**src/rtl/irq_bank_pkg.sv**
```systemverilog
package irq_bank_pkg;
  localparam int REG_ADDR_W = 3;

  typedef enum logic [REG_ADDR_W-1:0] {
    OFS_CTRL   = 3'd0,
    OFS_CAUSE  = 3'd1,
    OFS_MASKED = 3'd2,
    OFS_SET    = 3'd3,
    OFS_MASK   = 3'd4,
    OFS_MSET   = 3'd5,
    OFS_MCLR   = 3'd6
  } reg_ofs_e;

  typedef struct packed {
    logic wr_ctrl;
    logic wr_cause;  // write to raw or masked view
    logic rd_cause;  // read of raw or masked view
    logic wr_set;
    logic wr_mask;
    logic wr_mset;
    logic wr_mclr;
  } bank_stb_t;
endpackage

```
**src/rtl/irq_bank_decode.sv**
```systemverilog
module irq_bank_decode
  import irq_bank_pkg::*;
(
  input  logic                  wr_en_i,
  input  logic                  rd_en_i,
  input  logic [REG_ADDR_W-1:0] addr_i,
  output bank_stb_t             stb_o
);
  logic is_cause_view;

  always_comb begin
    is_cause_view  = (addr_i == OFS_CAUSE) || (addr_i == OFS_MASKED);
    stb_o          = '0;
    stb_o.wr_ctrl  = wr_en_i && (addr_i == OFS_CTRL);
    stb_o.wr_cause = wr_en_i && is_cause_view;
    stb_o.rd_cause = rd_en_i && is_cause_view;
    stb_o.wr_set   = wr_en_i && (addr_i == OFS_SET);
    stb_o.wr_mask  = wr_en_i && (addr_i == OFS_MASK);
    stb_o.wr_mset  = wr_en_i && (addr_i == OFS_MSET);
    stb_o.wr_mclr  = wr_en_i && (addr_i == OFS_MCLR);
  end
endmodule

```
**src/rtl/irq_cause_cell.sv**
```systemverilog
module irq_cause_cell
  import irq_bank_pkg::*;
(
  input  logic      clk_i,
  input  logic      rst_ni,
  input  logic      evt_i,
  input  logic      wdata_i,
  input  bank_stb_t stb_i,
  output logic      cause_o,
  output logic      mask_o,
  output logic      ctrl_o
);
  logic cause_q, mask_q, ctrl_q;
  logic set_hit, clr_hit;

  always_comb begin
    set_hit = evt_i || (stb_i.wr_set && wdata_i);
    clr_hit = ctrl_q ? stb_i.rd_cause : (stb_i.wr_cause && wdata_i);
  end

  always_ff @(posedge clk_i or negedge rst_ni) begin
    if (!rst_ni) begin
      cause_q <= 1'b0;
      mask_q  <= 1'b1;
      ctrl_q  <= 1'b0;
    end else begin
      if (set_hit)      cause_q <= 1'b1;  // set beats clear
      else if (clr_hit) cause_q <= 1'b0;
      if (stb_i.wr_ctrl) ctrl_q <= wdata_i;
      if (stb_i.wr_mask)                mask_q <= wdata_i;
      else if (stb_i.wr_mset && wdata_i) mask_q <= 1'b1;
      else if (stb_i.wr_mclr && wdata_i) mask_q <= 1'b0;
    end
  end

  assign cause_o = cause_q;
  assign mask_o  = mask_q;
  assign ctrl_o  = ctrl_q;

  p_event_sets_r2: assert property (@(posedge clk_i) disable iff (!rst_ni)
    evt_i |=> cause_q);
  p_w1c_read_keeps_r4: assert property (@(posedge clk_i) disable iff (!rst_ni)
    (!ctrl_q && stb_i.rd_cause && !stb_i.wr_cause && !evt_i && !stb_i.wr_set)
      |=> cause_q == $past(cause_q));
  p_cor_write_keeps_r5: assert property (@(posedge clk_i) disable iff (!rst_ni)
    (ctrl_q && stb_i.wr_cause && !stb_i.rd_cause && !evt_i && !stb_i.wr_set)
      |=> cause_q == $past(cause_q));
  p_mask_set_r7: assert property (@(posedge clk_i) disable iff (!rst_ni)
    (stb_i.wr_mset && wdata_i) |=> mask_q);
  p_mask_clr_r7: assert property (@(posedge clk_i) disable iff (!rst_ni)
    (stb_i.wr_mclr && wdata_i) |=> !mask_q);
  p_set_wins_r9: assert property (@(posedge clk_i) disable iff (!rst_ni)
    (evt_i && (stb_i.wr_cause || stb_i.rd_cause)) |=> cause_q);
endmodule

```
**src/rtl/irq_bank_rdmux.sv**
```systemverilog
module irq_bank_rdmux
  import irq_bank_pkg::*;
#(
  parameter int N_SRC = 32
) (
  input  logic                  clk_i,
  input  logic                  rst_ni,
  input  logic                  rd_en_i,
  input  logic [REG_ADDR_W-1:0] addr_i,
  input  logic [N_SRC-1:0]      ctrl_i,
  input  logic [N_SRC-1:0]      cause_i,
  input  logic [N_SRC-1:0]      mask_i,
  output logic [N_SRC-1:0]      rdata_o
);
  logic [N_SRC-1:0] sel_d, rdata_q;

  always_comb begin
    unique case (addr_i)
      OFS_CTRL:   sel_d = ctrl_i;
      OFS_CAUSE:  sel_d = cause_i;
      OFS_MASKED: sel_d = cause_i & ~mask_i;
      OFS_MASK:   sel_d = mask_i;
      default:    sel_d = '0;  // write-only and unused offsets
    endcase
  end

  always_ff @(posedge clk_i or negedge rst_ni) begin
    if (!rst_ni)      rdata_q <= '0;
    else if (rd_en_i) rdata_q <= sel_d;
  end

  assign rdata_o = rdata_q;
endmodule

```
**src/rtl/irq_cause_bank.sv**
```systemverilog
module irq_cause_bank
  import irq_bank_pkg::*;
#(
  parameter int N_SRC = 32
) (
  input  logic                  clk_i,
  input  logic                  rst_ni,
  input  logic [N_SRC-1:0]      evt_i,
  input  logic                  wr_en_i,
  input  logic                  rd_en_i,
  input  logic [REG_ADDR_W-1:0] addr_i,
  input  logic [N_SRC-1:0]      wdata_i,
  output logic [N_SRC-1:0]      rdata_o,
  output logic                  irq_o
);
  bank_stb_t        stb;
  logic [N_SRC-1:0] cause_vec, mask_vec, ctrl_vec;

  irq_bank_decode u_dec (
    .wr_en_i (wr_en_i),
    .rd_en_i (rd_en_i),
    .addr_i  (addr_i),
    .stb_o   (stb)
  );

  for (genvar i = 0; i < N_SRC; i++) begin : g_cell
    irq_cause_cell u_cell (
      .clk_i   (clk_i),
      .rst_ni  (rst_ni),
      .evt_i   (evt_i[i]),
      .wdata_i (wdata_i[i]),
      .stb_i   (stb),
      .cause_o (cause_vec[i]),
      .mask_o  (mask_vec[i]),
      .ctrl_o  (ctrl_vec[i])
    );
  end

  irq_bank_rdmux #(.N_SRC(N_SRC)) u_rd (
    .clk_i   (clk_i),
    .rst_ni  (rst_ni),
    .rd_en_i (rd_en_i),
    .addr_i  (addr_i),
    .ctrl_i  (ctrl_vec),
    .cause_i (cause_vec),
    .mask_i  (mask_vec),
    .rdata_o (rdata_o)
  );

  assign irq_o = |(cause_vec & ~mask_vec);

  p_wo_read_zero_r3: assert property (@(posedge clk_i) disable iff (!rst_ni)
    (rd_en_i && (addr_i == OFS_SET || addr_i == OFS_MSET ||
                 addr_i == OFS_MCLR || addr_i == 3'd7)) |=> rdata_o == '0);
  p_read_prior_r10: assert property (@(posedge clk_i) disable iff (!rst_ni)
    (rd_en_i && addr_i == OFS_CAUSE) |=> rdata_o == $past(cause_vec));
  p_all_masked_quiet_r8: assert property (@(posedge clk_i) disable iff (!rst_ni)
    (&mask_vec) |-> !irq_o);
endmodule

```
**config.mk**
```make
export PLATFORM = sky130hd
export DESIGN_NAME = irq_cause_bank
export DESIGN_NICKNAME = d
export VERILOG_FILES = /design/src/rtl/irq_bank_pkg.sv /design/src/rtl/irq_bank_decode.sv /design/src/rtl/irq_cause_cell.sv /design/src/rtl/irq_bank_rdmux.sv /design/src/rtl/irq_cause_bank.sv
export SDC_FILE = /design/constraint.sdc
export NUM_CORES = 1
export LEC_CHECK = 0
export BUFFER_PORTS_ARGS = -buffer_cell sky130_fd_sc_hd__buf_2
export CAP_MARGIN = 20
export CORE_MARGIN = 5
export CORE_UTILIZATION = 30
export CTS_CLUSTER_SIZE = 28
export DETAILED_ROUTE_END_ITERATION = 12
export HOLD_SLACK_MARGIN = 0.08
export PLACE_DENSITY = 0.47
export SYNTH_ARGS = -nofsm -noshare
export SYNTH_HDL_FRONTEND = slang
export SYNTH_SLANG_ARGS = --single-unit
```
**constraint.sdc**
```tcl
create_clock -name clk_i -period 3.25 [get_ports clk_i]
set_input_delay 0.65 -clock clk_i [delete_from_list [all_inputs] [get_ports clk_i]]
set_output_delay 0.65 -clock clk_i [all_outputs]
set_load 0.03 [all_outputs]
```
After elaboration in Yosys (flattened, before gate mapping)
Index checks and enable logic that the tools add are counted.
W data, S select, Z words.
{"block": "word_totals", "reg_bits": 128, "latchBits": 0, "mem_bits_rw": 0, "mem_bits_ro": 0, "inputBits": 71, "elab_cells": 532, "n_memories": 0}
{"block": "op_classes", "addsub": 0, "n_mul": 0, "n_div": 0, "order_cmp": 0, "eq_ne": 6, "n_shift": 0, "muxes": 193, "n_bitwise": 2, "reduce_logical": 234}
{"operator": "$mux W1", "count": 192}
{"operator": "$logic_and A1 B1 Y1", "count": 135}
{"operator": "$pmux W32 S4", "count": 1}
{"operator": "$reduce_bool A3 Y1", "count": 32}
{"operator": "$reduce_bool A2 Y1", "count": 32}
{"operator": "$logic_or A1 B1 Y1", "count": 33}
{"operator": "$and A32 B32 Y32", "count": 1}
{"operator": "$not A32 Y32", "count": 1}
{"operator": "$reduce_or A32 Y1", "count": 1}
{"operator": "$eq A3 B3 Y1 const B", "count": 3}
{"operator": "$eq A3 B2 Y1 const B", "count": 2}
{"operator": "$eq A3 B1 Y1 const B", "count": 1}
{"operator": "$logic_not A3 Y1", "count": 1}

Depth between registers and ports, before layout
{"block": "depth", "depth_word": 7, "depth_mapped": 7, "mapped_depth_nobuf": 4}

Hierarchy
Synthesis repeated with hierarchy kept, for this count alone.
{"block": "unflattened", "hier_cells": 612, "hier_area_um2": 6919.1}
{"mod": "irq_cause_cell", "n_inst": 32, "cells_each": 10, "area_each_um2": 132.6}
{"mod": "irq_bank_rdmux", "n_inst": 1, "cells_each": 228, "area_each_um2": 2356.0}
{"mod": "irq_cause_bank", "n_inst": 1, "cells_each": 53, "area_each_um2": 251.5}
{"mod": "irq_bank_decode", "n_inst": 1, "cells_each": 11, "area_each_um2": 67.6}

Worst setup path after synthesis
Ideal clock, no wire load.
{"block": "synth_timing", "path_type": "register to output", "startpoint": "register g_cell[10].u_cell.mask_q", "endpoint": "output irq_o", "t_arrival_ns": 1.410, "path_slack_ns": 1.190, "stages_incl_launch_ff": 5, "n_path_buf": 0, "cell_sequence": "dfstp_2 > nor2b_1 > a2111oi_0 > nand4_1 > or2_2"}
{"block": "synth_via", "elab_chain_cells": 3}
{"element": "from (decl)", "line_no": "irq_cause_cell.sv:13", "rtl": "logic cause_q, mask_q, ctrl_q;"}
{"element": "from (signal assigned)", "line_no": "irq_cause_cell.sv:30", "rtl": "if (stb_i.wr_mask) mask_q <= wdata_i;"}
{"element": "$not A32 Y32", "line_no": "irq_cause_bank.sv:50", "rtl": "assign irq_o = |(cause_vec & ~mask_vec);"}
{"element": "$and A32 B32 Y32", "line_no": "irq_cause_bank.sv:50"}
{"element": "$reduce_or A32 Y1", "line_no": "irq_cause_bank.sv:50"}
{"element": "to (decl)", "line_no": "irq_cause_bank.sv:14", "rtl": "output logic irq_o"}
No other way between the ends.

Worst setup path in the final report
{"block": "layout_timing", "startpoint": "register g_cell[23].u_cell.mask_q", "endpoint": "output irq_o"}
{"block": "layout_via", "elab_chain_cells": 3}
{"element": "from (decl)", "line_no": "irq_cause_cell.sv:13"}
{"element": "from (signal assigned)", "line_no": "irq_cause_cell.sv:30"}
{"element": "$not A32 Y32", "line_no": "irq_cause_bank.sv:50"}
{"element": "$and A32 B32 Y32", "line_no": "irq_cause_bank.sv:50"}
{"element": "$reduce_or A32 Y1", "line_no": "irq_cause_bank.sv:50"}
No other way between the ends.

==> results.json <==
{
  "die_x_um": 157,
  "synth_top_area_share_pct": 37.1,
  "rows": 53,
  "place_ws_ns": 0.597,
  "power.leakage_nw": 3.27,
  "clk_pin_slew_ns": 0.06,
  "cts_max_level": 4,
  "num_vias": 5527,
  "groute.usage.overall_pct": 18.4,
  "cts_sinks": 128,
  "worst_slack_ns": 0.197,
  "syn-num-nets": 650,
  "cts_buffers": 17,
  "die_area_um2": 24600,
  "fin_tns_setup_ns": 0,
  "routed_wl_um": 22500,
  "nFillCells": 2070,
  "io_buffers": 103,
  "dr.first_iter.drc_count": 571,
  "clock_skew_ns": 0.00731,
  "detail-route-antenna-nets": 0,
  "critPathKind": "register to output pin",
  "drt_pass1_iterations": 5,
  "vdd_ir_drop_max_mv": 0.306,
  "synthDistinctLibCells": 35,
  "r2r-start": "g_cell[17].u_cell.mask_o$_DFFE_PN1P_",
  "grt_pass1_wl_um": 34400,
  "drive_above_1_share_pct": 33.7,
  "power_density_nw_per_um2": 670,
  "path_max_fanout": 3,
  "post_cts_buffers": 0,
  "rrSetupSlack_ns": 1.66,
  "drc": 0,
  "nNetsFinal": 741,
  "rsz0062_at_grt": "no",
  "cts_tree": "yes",
  "wl_per_cell_um": 23.5,
  "vias_per_cell": 5.77,
  "seq_area_um2": 3240,
  "ys_warn_count": 0,
  "multi_input_area_um2": 2840,
  "crit_required_ns": 2.60,
  "setup_viol": 0,
  "hpwl_um": 15200,
  "final.period_utilization_pct": 93.9,
  "start_kind": "register",
  "r2r_cells": 4,
  "diodes": 0,
  "maxCapViolCount": 0,
  "syn-cell-area_um2": 6470,
  "clk_latency_ns": 0.42,
  "seq_area_frac_synth_pct": 50.1,
  "ioPinCount": 104,
  "antenna_found_initial": 0,
  "yosysTopAreaCell": "dfrtp_1",
  "grt_max_degree": 62,
  "slew_violations": 0,
  "cts_resized": 0,
  "syn2layout_area_growth_pct": 22.5,
  "overflow": 0,
  "arrival_ns": 2.40,
  "cts_root_buffer": "clkbuf_16",
  "r2r_end": "u_rd.rdata_o[17]$_DFFE_PN0P_",
  "synthTopCellsByArea": "dfrtp_1, dfstp_2, mux2_2",
  "syn_avg_cell_area_um2": 11.2,
  "clockBufferDepth": 2,
  "worstSetupEndpointType": "output pin",
  "hold_buffers": 0,
  "gp_congestion": 0.799,
  "total_power_mw": 5.31,
  "synthCells": 579,
  "max_freq_mhz": 328,
  "core_region_area_um2": 21200,
  "ys_seq_elements": 128,
  "hold_class": "input port to asynchronous set/reset pin",
  "final_hold_viol_count": 0,
  "status": "finished, final reports clean",
  "start_util_pct": 30.6,
  "grt_pass1_vias": 5651,
  "period_minus_slack_ns": 3.05,
  "die_h_um": 157,
  "maxSlewHeadroom_pct": 33.3,
  "tightestPinTransition_ns": 0.998
}
[kinds of logic after synthesis]
group	after synthesis	share of synthesized area, %
muxes	32	5.57
xor gates and xnor gates	1	0.425
buffers and inverters	92	6.18
AOI/OAI and AO/OA	231	29.6
DFF	128	50.1
and+or+nand+nor	95	8.18
[worst max-delay path, stage by stage (launching register included)]
cell and delay, ns:
dfstp_2 0.55, nor2b_1 0.07, a2111oi_0 0.68, nand4_1 0.16, or2_2 0.34, buf_2 0.19
[cells in the mapped netlist]
cell type and n:
mux2_2 31, a21o_1 32, o22ai_1 29, and2_1 2, nor2b_1 30, a221o_1 32
dfstp_2 32, nor2_1 2, nand2b_1 6, a21oi_1 4, mux2_1 1, nand4_1 2
o311ai_0 3, nand3b_2 1, buf_4 5, o21ai_1 1, a31oi_1 35, and3_1 3
or2_2 1, nor4_1 3, nand3_1 3, nand2_1 33, buf_2 29, a2bb2oi_1 29
nand3b_1 3, xor2_4 1, clkbuf_1 23, a32o_1 32, a221oi_1 6, inv_1 35
nor4bb_1 2, dfrtp_1 96, and3b_1 4, a2111oi_0 5, a222oi_1 23
[layout by cell type (no fill, tap or decap), types with 5 or more instances in the layout]
master and instances:
buf_2 102, inv_1 35, a32o_1 32, mux2_2 31, a21o_1 32, a31oi_1 35, nand2_1 33, clkbuf_16 17
nor2b_1 28, a221oi_1 6, dfrtp_1 96, buf_4 25, a2bb2oi_1 29, o22ai_1 29, a2111oi_0 5, a222oi_1 23
dfstp_2 32, nand2b_1 6, a221o_1 32
[through the flow]
step | util (%) | area, um2 | std cells | hold WS, ns
2_1_floorplan | - | 6470 | 579 | 0.354
3_3_place_gp | 34.5 | 7300 | 926 | 0.497
3_5_place_dp | 34.5 | 7300 | 926 | 0.499
4_1_cts | 37.5 | 7930 | 958 | 0.199
5_1_grt | 37.5 | 7930 | 958 | 0.222
6_report | 37.5 | 7930 | 958 | 0.188
[state kept, by name, indices dropped and copies added (netlist names)]
name                   cells
u_rd.rdata_o              32
g_cell.u_cell.ctrl_o      32
g_cell.u_cell.cause_o     32
g_cell.u_cell.mask_o      32
[worst max path at each step]
stage                                                    start                                    end  slack [ns]  cells past startpoint
after floorplan           g_cell[10].u_cell.mask_o$_DFFE_PN1P_                                  irq_o        1.19                      4
after global placement                               addr_i[2]   g_cell[5].u_cell.cause_o$_DFFE_PN0P_        0.57                      5
after detailed placement                             addr_i[2]  g_cell[30].u_cell.cause_o$_DFFE_PN0P_        0.60                      5
after CTS                  g_cell[3].u_cell.mask_o$_DFFE_PN1P_                                  irq_o        0.20                      5
after global routing      g_cell[30].u_cell.mask_o$_DFFE_PN1P_                                  irq_o        0.17                      5
final                     g_cell[23].u_cell.mask_o$_DFFE_PN1P_                                  irq_o        0.20                      5
[area by class of cell]
type / instances / area share (%)
Clock buffer: 19 / 5.59
Clock inverter: 13 / 2.35
Sequential cell: 128 / 40.9
Multi-Input combinational cell: 359 / 35.8
Timing Repair Buffer: 129 / 9.31
Inverter: 35 / 1.66
Tap cell: 275 / 4.34
[power by group]
part,switching (mW),internal (mW)
clock network,0.742,1.30
registers,0.253,1.92
logic,0.577,0.511
[per-layer routing]
layer | global-route usage, % | part of all wire (%)
met3 | 3.93 | 5.3
met1 | 25.3 | 46
met5 | 0 | 0
met4 | 4.92 | 1.4
met2 | 29.4 | 48
(Power assumes the default switching activity.)
